<file path="src/rtl/ipi_seq_pkg.sv">
package ipi_seq_pkg;
  typedef enum logic [1:0] {
    ST_IDLE = 2'd0,
    ST_HI   = 2'd1,
    ST_LO   = 2'd2,
    ST_WAIT = 2'd3
  } seq_state_t;

  localparam int unsigned NUM_STEPS = 4;
  localparam int unsigned STEP_W    = 2;
  localparam int unsigned OFS_W     = 12;
  localparam int unsigned WORD_W    = 32;

  localparam logic [OFS_W-1:0]  OFS_CMD_HI = 12'h310;
  localparam logic [OFS_W-1:0]  OFS_CMD_LO = 12'h300;

  localparam logic [WORD_W-1:0] MODE_INIT  = 32'h0000_0500;
  localparam logic [WORD_W-1:0] MODE_SIPI  = 32'h0000_0600;
  localparam logic [WORD_W-1:0] FLAG_LEVEL = 32'h0000_8000;
  localparam logic [WORD_W-1:0] FLAG_ASRT  = 32'h0000_4000;
endpackage

</file>
<file path="src/rtl/ipi_cmd_word.sv">
module ipi_cmd_word
  import ipi_seq_pkg::*;
(
  input  logic [STEP_W-1:0] step_i,
  input  logic [7:0]        page_i,
  output logic [WORD_W-1:0] word_o
);
  always_comb begin
    unique case (step_i)
      2'd0:    word_o = MODE_INIT | FLAG_LEVEL | FLAG_ASRT;
      2'd1:    word_o = MODE_INIT | FLAG_LEVEL;
      default: word_o = MODE_SIPI | {24'h0, page_i};
    endcase
  end
endmodule

</file>
<file path="src/rtl/ipi_step_delay.sv">
module ipi_step_delay
  import ipi_seq_pkg::*;
#(
  parameter int unsigned CYC_PER_US  = 100,
  parameter int unsigned ASSERT_US   = 200,
  parameter int unsigned DEASSERT_US = 10000,
  parameter int unsigned SIPI_US     = 200,
  parameter int unsigned CNT_W       = 24
) (
  input  logic [STEP_W-1:0] step_i,
  output logic [CNT_W-1:0]  reload_o
);
  localparam int unsigned CYC_ASSERT   = CYC_PER_US * ASSERT_US;
  localparam int unsigned CYC_DEASSERT = CYC_PER_US * DEASSERT_US;
  localparam int unsigned CYC_SIPI     = CYC_PER_US * SIPI_US;

  localparam logic [CNT_W-1:0] RL_ASSERT   = CNT_W'(CYC_ASSERT - 1);
  localparam logic [CNT_W-1:0] RL_DEASSERT = CNT_W'(CYC_DEASSERT - 1);
  localparam logic [CNT_W-1:0] RL_SIPI     = CNT_W'(CYC_SIPI - 1);

  always_comb begin
    unique case (step_i)
      2'd0:    reload_o = RL_ASSERT;
      2'd1:    reload_o = RL_DEASSERT;
      default: reload_o = RL_SIPI;
    endcase
  end
endmodule

</file>
<file path="src/rtl/ipi_down_timer.sv">
module ipi_down_timer #(
  parameter int unsigned CNT_W = 24
) (
  input  logic             clk,
  input  logic             rst_n,
  input  logic             load_i,
  input  logic [CNT_W-1:0] load_val_i,
  input  logic             run_i,
  output logic             zero_o
);
  logic [CNT_W-1:0] cnt_q, cnt_d;
  logic             cnt_en;

  assign zero_o = (cnt_q == '0);

  always_comb begin
    cnt_en = load_i | (run_i & ~zero_o);
    cnt_d  = load_i ? load_val_i : cnt_q - 1'b1;
  end

  always_ff @(posedge clk or negedge rst_n) begin
    if (!rst_n)      cnt_q <= '0;
    else if (cnt_en) cnt_q <= cnt_d;
  end
endmodule

</file>
<file path="src/rtl/ipi_wake_seq.sv">
module ipi_wake_seq
  import ipi_seq_pkg::*;
#(
  parameter int unsigned CYC_PER_US  = 100,
  parameter int unsigned ASSERT_US   = 200,
  parameter int unsigned DEASSERT_US = 10000,
  parameter int unsigned SIPI_US     = 200
) (
  input  logic        clk,
  input  logic        rst_n,
  input  logic        start_i,
  input  logic [7:0]  dest_id_i,
  input  logic [31:0] entry_addr_i,
  output logic        busy_o,
  output logic        done_o,
  input  logic        deliv_busy_i,
  output logic        cmd_wr_o,
  output logic [11:0] cmd_addr_o,
  output logic [31:0] cmd_data_o
);
  localparam int unsigned MAX_US_A = (ASSERT_US > SIPI_US) ? ASSERT_US : SIPI_US;
  localparam int unsigned MAX_US   = (DEASSERT_US > MAX_US_A) ? DEASSERT_US : MAX_US_A;
  localparam int unsigned CNT_W    = $clog2(CYC_PER_US * MAX_US + 1);
  localparam logic [STEP_W-1:0] LAST_STEP = STEP_W'(NUM_STEPS - 1);

  seq_state_t        state_q, state_d;
  logic [STEP_W-1:0] step_q, step_d;
  logic [7:0]        dest_q;
  logic [7:0]        page_q;
  logic              done_q, done_d;
  logic              cap_en, step_en, tmr_load, tmr_zero, can_wr;
  logic [CNT_W-1:0]  reload;
  logic [WORD_W-1:0] lo_word;

  ipi_cmd_word u_word (
    .step_i (step_q),
    .page_i (page_q),
    .word_o (lo_word)
  );

  ipi_step_delay #(
    .CYC_PER_US  (CYC_PER_US),
    .ASSERT_US   (ASSERT_US),
    .DEASSERT_US (DEASSERT_US),
    .SIPI_US     (SIPI_US),
    .CNT_W       (CNT_W)
  ) u_dly (
    .step_i   (step_q),
    .reload_o (reload)
  );

  ipi_down_timer #(.CNT_W(CNT_W)) u_tmr (
    .clk        (clk),
    .rst_n      (rst_n),
    .load_i     (tmr_load),
    .load_val_i (reload),
    .run_i      (state_q == ST_WAIT),
    .zero_o     (tmr_zero)
  );

  assign can_wr = ~deliv_busy_i;

  always_comb begin
    state_d  = state_q;
    step_d   = step_q;
    step_en  = 1'b0;
    cap_en   = 1'b0;
    tmr_load = 1'b0;
    done_d   = 1'b0;
    unique case (state_q)
      ST_IDLE: if (start_i) begin
        cap_en  = 1'b1;
        step_en = 1'b1;
        step_d  = '0;
        state_d = ST_HI;
      end
      ST_HI:   if (can_wr) state_d = ST_LO;
      ST_LO:   if (can_wr) begin
        tmr_load = 1'b1;
        state_d  = ST_WAIT;
      end
      ST_WAIT: if (tmr_zero) begin
        if (step_q == LAST_STEP) begin
          done_d  = 1'b1;
          state_d = ST_IDLE;
        end else begin
          step_en = 1'b1;
          step_d  = step_q + 1'b1;
          state_d = ST_HI;
        end
      end
      default: state_d = ST_IDLE;
    endcase
  end

  always_ff @(posedge clk or negedge rst_n) begin
    if (!rst_n) begin
      state_q <= ST_IDLE;
      done_q  <= 1'b0;
    end else begin
      state_q <= state_d;
      done_q  <= done_d;
    end
  end

  always_ff @(posedge clk or negedge rst_n) begin
    if (!rst_n)       step_q <= '0;
    else if (step_en) step_q <= step_d;
  end

  always_ff @(posedge clk or negedge rst_n) begin
    if (!rst_n) begin
      dest_q <= '0;
      page_q <= '0;
    end else if (cap_en) begin
      dest_q <= dest_id_i;
      page_q <= entry_addr_i[19:12];
    end
  end

  always_comb begin
    cmd_wr_o   = ((state_q == ST_HI) || (state_q == ST_LO)) && can_wr;
    cmd_addr_o = '0;
    cmd_data_o = '0;
    if (cmd_wr_o) begin
      if (state_q == ST_HI) begin
        cmd_addr_o = OFS_CMD_HI;
        cmd_data_o = {dest_q, 24'h0};
      end else begin
        cmd_addr_o = OFS_CMD_LO;
        cmd_data_o = lo_word;
      end
    end
  end

  assign busy_o = (state_q != ST_IDLE);
  assign done_o = done_q;
endmodule

</file>
<file path="config.mk">
export PLATFORM = sky130hd
export DESIGN_NAME = ipi_wake_seq
export DESIGN_NICKNAME = d
export VERILOG_FILES = /design/src/rtl/ipi_seq_pkg.sv /design/src/rtl/ipi_cmd_word.sv /design/src/rtl/ipi_step_delay.sv /design/src/rtl/ipi_down_timer.sv /design/src/rtl/ipi_wake_seq.sv
export SDC_FILE = /design/constraint.sdc
export NUM_CORES = 1
export LEC_CHECK = 0
export BUFFER_PORTS_ARGS = -buffer_cell sky130_fd_sc_hd__buf_4
export CAP_MARGIN = 15
export CORE_ASPECT_RATIO = 1.4
export CORE_UTILIZATION = 46
export CTS_CLUSTER_DIAMETER = 50
export CTS_CLUSTER_SIZE = 8
export DETAILED_ROUTE_END_ITERATION = 8
export GPL_TIMING_DRIVEN = 0
export HOLD_SLACK_MARGIN = 0.1
export PLACE_DENSITY = 0.77
export SYNTH_ARGS = -nofsm -noshare
export SYNTH_HDL_FRONTEND = slang
export SYNTH_SLANG_ARGS = --single-unit
</file>
<file path="constraint.sdc">
create_clock -name clk -period 2.7 [get_ports clk]
set_input_delay 0.135 -clock clk [delete_from_list [all_inputs] [get_ports clk]]
set_output_delay 0.135 -clock clk [all_outputs]
set_load 0.03 [all_outputs]
</file>
# After elaboration in Yosys (flattened, before gate mapping)

Index checks and enable logic that the tools add are counted.

Bitwise logic cells: 4
Multiplexer cells: 27
Add/subtract/negate cells: 2
Reduce and logical (&&, ||, !) cells: 9
Eq/ne operators: 10

Operator list:

| kind                  | number |
|---|---|
| $mux 32               | 2 |
| $mux 20               | 2 |
| $pmux 16 s2           | 1 |
| $logic_not 20->1      | 1 |
| $sub 20x1->20 const B | 1 |
| $mux 2                | 7 |
| $mux 1                | 10 |
| $mux 10               | 1 |
| $ne 2x2->1 const B    | 5 |
| $pmux 2 s4            | 1 |
| $eq 2x2->1 const B    | 3 |
| $mux 5                | 1 |
| $reduce_and 5->1      | 1 |
| $eq 2x1->1 const B    | 2 |
| $logic_not 2->1       | 2 |
| $pmux 2 s2            | 1 |
| $reduce_and 4->1      | 1 |
| $reduce_bool 2->1     | 2 |
| $add 2x1->2 const B   | 1 |
| $not 1->1             | 2 |
| $pmux 1 s2            | 1 |
| $and 1x1->1           | 1 |
| $logic_and 1x1->1     | 1 |
| $logic_or 1x1->1      | 1 |
| $or 1x1->1            | 1 |

Output and inout port bits: 47
Register bits: 41
Input bits: 44
Word-level logic and storage cells: 58

# Logic depth before layout (Yosys ltp)

Depth in word-level cells: 5
Gate-level depth with buffers: 8
Depth with buffers taken out: 7

# By module

From an unflattened synthesis, not the netlist that was laid out.

Cells, all modules: 320
Area total of the unflattened synthesis: 2999.1 um^2

Modules (own cells, without submodules):

| module         | sequential area each (um^2) | cells an instance | area an instance (um^2) | times used |
|---|---|---|---|---|
| ipi_wake_seq   | 525.5                       | 131               | 1361.3                  | 1 |
| ipi_down_timer | 500.5                       | 132               | 1244.9                  | 1 |
| ipi_cmd_word   | 0.0                         | 35                | 237.7                   | 1 |
| ipi_step_delay | 0.0                         | 22                | 155.1                   | 1 |

# Least setup slack after synthesis

OpenSTA, ideal clock, no wires.

Kind: reg2out
From: reg state_q[0]
To: out cmd_data_o[0]
Setup slack: -0.393 ns
Required time: 2.565 ns
Stages on the path, launching flop included: 7
Buffers on the path: 0
Arrival time: 2.958 ns
Path through: dfrtp_1 inv_1 ha_1 nor2b_1 nor2b_1 nor3b_1 and2_1

Word-level cells in the longest chain between the ends: 4
Elaborated cells on any way between the ends: 6
Classes of those cells: 2 x eq/ne; 2 x mux; 2 x reduce/logical

Ends and longest elaborated chain:

| what                                     | line                                     | source |
|---|---|---|
| start, declared                          | ipi_wake_seq.sv:26                       | `seq_state_t state_q, state_d;` |
| start signal, assigned                   | ipi_wake_seq.sv:101                      | `state_q <= state_d;` |
| $eq 2x1->1 or $eq 2x2->1 (tied branches) | ipi_wake_seq.sv:122, ipi_wake_seq.sv:126 |  |
| $logic_or 1x1->1                         | ipi_wake_seq.sv:122                      | `cmd_wr_o = ((state_q == ST_HI) \|\| (state_q == ST_LO)) && can_wr;` |
| $logic_and 1x1->1                        | ipi_wake_seq.sv:122                      |  |
| $mux 32 (*)                              | ipi_wake_seq.sv:125                      | `if (cmd_wr_o) begin` |
| end, declared                            | ipi_wake_seq.sv:19                       | `output logic [31:0] cmd_data_o` |

Every way passes the cells marked *; elsewhere a longest branch is shown, timed or not.

# Worst setup path in the final report

From: reg state_q[0]
To: reg u_tmr.cnt_q[15]

Word-level cells in the longest chain between the ends: 3
Elaborated cells on any way between the ends: 6
Classes of those cells: 2 x eq/ne; 2 x mux; 2 x bitwise

Ends and longest elaborated chain:

| what                                  | line                                       | source |
|---|---|---|
| $eq 2x2->1, on equally long branches  | ipi_wake_seq.sv:70, ipi_wake_seq.sv:57     |  |
| $mux 1 or $and 1x1->1 (tied branches) | ipi_wake_seq.sv:70, ipi_down_timer.sv:17   |  |
| $mux 20 or $or 1x1->1 (tied branches) | ipi_down_timer.sv:18, ipi_down_timer.sv:17 |  |
| end signal, assigned                  | ipi_down_timer.sv:23                       | `else if (cnt_en) cnt_q <= cnt_d;` |
| end, declared                         | ipi_down_timer.sv:11                       | `logic [CNT_W-1:0] cnt_q, cnt_d;` |

Several ways; a longest one is shown, not always the timed one.
A chain may end at the register's enable or synchronous reset.

==> results.md <==
- Crit. Startpoint: state_q[0]$_DFFE_PN0P_
- Worst reg2reg path endpoint: u_tmr.cnt_q[15]$_DFFE_PN0P_
- Hold Crit Class: in -> reg
- Switch share: 37.3%
- DR vias: 1961
- Largest net degree at the start of global routing: 42
- R2R setup slack: 240 ps
- Placer Congestion: 0.786
- Post-Syn Area per Cell: 10.1 um^2
- # rows: 30
- Synth Flop Type: dfrtp_1
- Area share of and/or/nand/nor cells after synthesis: 18.9%
- Largest family of logic cells by synthesized area: simple AND/OR/NAND/NOR gates
- Sequential Power Share: 36.2%
- Adder-Cell Fraction of Synth Area: 5.22%
- Critical path endpoint category: register
- I/O pin count: 91
- Max IR drop VDD: 0.707 mV
- Number of synthesized register bits: 41
- Final Hold Vio Count: 0
- Clk buf depth: 2
- Worst slew margin: 61.6%
- Crit path time final: 2460 ps
- Vias per cell: 5.00
- Design area: 3200 um^2
- Number of remaining DRC errors: 0
- Hold path start: deliv_busy_i
- Cts bufs inserted: 5
- Share of layout cells above drive strength 1: 30.8%
- Synth Area in XOR/XNOR: 5.11%
- Switching Power: 0.982 mW
- CTS H-tree depth: 2
- Clk root buf: clkbuf_8
- Initial antenna violation count: 0
- Initial DRC count: 52
- RR Startpoint: state_q[0]$_DFFE_PN0P_
- Syn Std Cell Area: 2400 um^2
- Grt ovf: 0
- Hold depth: 3
- Max Cap Viol: 0
- Vias in the first global route: 2004
- Startpoint class of the critical path: register
- EDFF count, synth: 0
- CP max FO: 9
- Final HPWL DP: 3540 um
- Crit path to: u_tmr.cnt_q[15]$_DFFE_PN0P_
- Distinct cells, synth: 46
- Placed inst area: 2900 um^2
- RSZ-0062 raised after global routing: no
- Clock transition at path regs: 90 ps
- Nets@finish: 381
- Clock latency on the worst-skew pair: 300 ps
- Crit Path Class: reg -> reg
- Die H: 87.4 um
- Slew Limit Fails: 0
- # diodes: 0
- Int Power: 1.65 mW
- Setup bufs post-CTS: 0
- Core area: 4920 um^2
- CTS tree: built
- All-layer global routing usage: 20.1%
- Most frequent cells in the layout: buf_4 (69), dfrtp_1 (41), conb_1 (20)
- Arr. time, crit path: 2630 ps
- Post-synth ARST share: 100%
- Commonest non-fill, non-tap cell in the layout: buf_4
- Power share of the clock group: 19.8%
- Period utilisation layout: 91.1%
- Worst reg2reg path depth: 7
- First-pass GRT wire length: 8730 um
- Clk sinks: 41
- Routed wire length: 5020 um
- Seq/Total Area, Yosys: 42.8%
- ANT nets after route: 0
- Synth Warn #: 0
- Worst Max-Slew Pin Slew: 571 ps
- Worst endpoint required time: 2870 ps
- Mux contribution to synthesized area: 8.87%
- Setup tns final: 0 ps
- Gate Count Post-Synth: 238
- Combinational share of power: 44.0%
- Compound-Gate Fraction of Synth Area: 8.82%
- Cell Pwr Density: 825 nW/um^2
- LEAKAGE: 1.52 nW
- Port bufs: 46
- Outcome: finished, final reports clean
- Die X: 63.0 um
- Initial Utilization: 48.8%
- Worst Skew: 12.2 ps
- Post-DR wirelength/cell: 12.8 um
- Final setup violation count: 0
- FMAX: 0.407 GHz
- DRT Pass-1 Iters: 4
- P&R area growth vs syn: 33.3%
- Die Area: 5510 um^2
-- worst min-delay path by stage --
stage	end	slack, ps
after floorplan	dest_q[0]$_DFFE_PN0P_	-160
after global placement	u_tmr.cnt_q[4]$_DFFE_PN0P_	150
after detailed placement	u_tmr.cnt_q[4]$_DFFE_PN0P_	150
after CTS	u_tmr.cnt_q[10]$_DFFE_PN0P_	240
after global routing	u_tmr.cnt_q[10]$_DFFE_PN0P_	280
final	u_tmr.cnt_q[10]$_DFFE_PN0P_	240
-- cell families (layout without fill, tap and decap cells) --
kind of cell | count (synthesis) | in the layout
adders and majority gates | 10 | 10
xor gates and xnor gates | 14 | 14
DFF | 41 | 41
other | 1 | 20
buffers and inverters | 41 | 112
AOI/OAI and AO/OA | 32 | 32
muxes | 19 | 19
and+or+nand+nor | 80 | 80
-- layer usage --
metal	wire (um)	global-route usage, %	part of all wire [%]
met4	75	8.67	1.5
met3	299	4.97	6.0
met2	2620	37.3	52
met5	0	0	0
met1	2030	21.1	40
-- cell usage after synthesis, types with 2 or more instances --
| library cell | instances | share of area (%) |
|---|---|---|
| clkbuf_1 | 6 | 0.94 |
| nor2_1 | 15 | 2.3 |
| xor2_1 | 5 | 1.8 |
| nand2_1 | 9 | 1.4 |
| dfrtp_1 | 41 | 43 |
| mux2_2 | 18 | 8.5 |
| and3_1 | 11 | 2.9 |
| nand4_1 | 4 | 1.0 |
| a211oi_1 | 3 | 0.94 |
| inv_1 | 9 | 1.4 |
| buf_4 | 23 | 7.2 |
| o211ai_1 | 3 | 0.94 |
| a21oi_1 | 10 | 2.1 |
| nor3_1 | 5 | 1.0 |
| a2111oi_0 | 2 | 0.73 |
| nor4_1 | 3 | 0.78 |
| ha_1 | 10 | 5.2 |
| nand3_1 | 6 | 1.3 |
| nor2b_1 | 3 | 0.78 |
| o21ai_0 | 5 | 1.0 |
| xnor2_1 | 9 | 3.3 |
| or4_1 | 2 | 0.63 |
| buf_2 | 2 | 0.42 |
| nand2b_1 | 3 | 0.78 |
| and2_1 | 10 | 2.6 |
-- sequential cells by signal, summed over array words and instances (netlist names) --
signal       cells
dest_q           8
done_o           1
page_q           8
state_q          2
step_q           2
u_tmr.cnt_q     20
-- metrics by stage --
stage / worst slack, ps / util, % / cells / hold WS (ps) / total power [mW]
2_1_floorplan: 26.0 / - / 257 / -161 / 1.78
3_3_place_gp: 301 / 59.0 / 367 / 150 / 2.07
3_5_place_dp: 279 / 59.0 / 367 / 149 / 2.10
4_1_cts: 152 / 64.9 / 392 / 243 / 2.65
5_1_grt: 49.8 / 65.0 / 392 / 276 / 2.81
6_report: 240 / 65.0 / 392 / 240 / 2.64
-- what timing repair did --
action,4_1_cts,5_1_grt
setup endpoints to repair,0,8
hold buffers,17,0
endpoints found under the hold margin,57,0
resized for setup,0,1
-- power by group through the flow --
stage | combinational [mW] | clock, mW | sequential (mW)
after floorplan | 0.851 | 0 | 0.925
after global placement | 1.12 | 0 | 0.951
after detailed placement | 1.14 | 0 | 0.964
after CTS | 1.17 | 0.533 | 0.953
after global routing | 1.27 | 0.553 | 0.987
final | 1.16 | 0.521 | 0.954
-- area by class of cell --
| class | count | area, um^2 |
|---|---|---|
| buffer | 32 | 209 |
| clock buffer | 6 | 82.6 |
| clock inverter | 2 | 37.5 |
| fill | 408 | 1720 |
| inverter | 9 | 33.8 |
| multi-input combinational | 175 | 1210 |
| sequential | 41 | 1030 |
| tap | 64 | 80.1 |
| timing repair buffer | 63 | 515 |
-- critical path, cell delays in order (launching register included) --
cell and delay [ps]:
dfrtp_1 430, ha_1 170, clkbuf_1 330, or3b_1 500, or4_4 490, nor3b_2 210, xnor2_1 130, nor2_1 50
No activity file was read; power rests on OpenSTA's default activity.
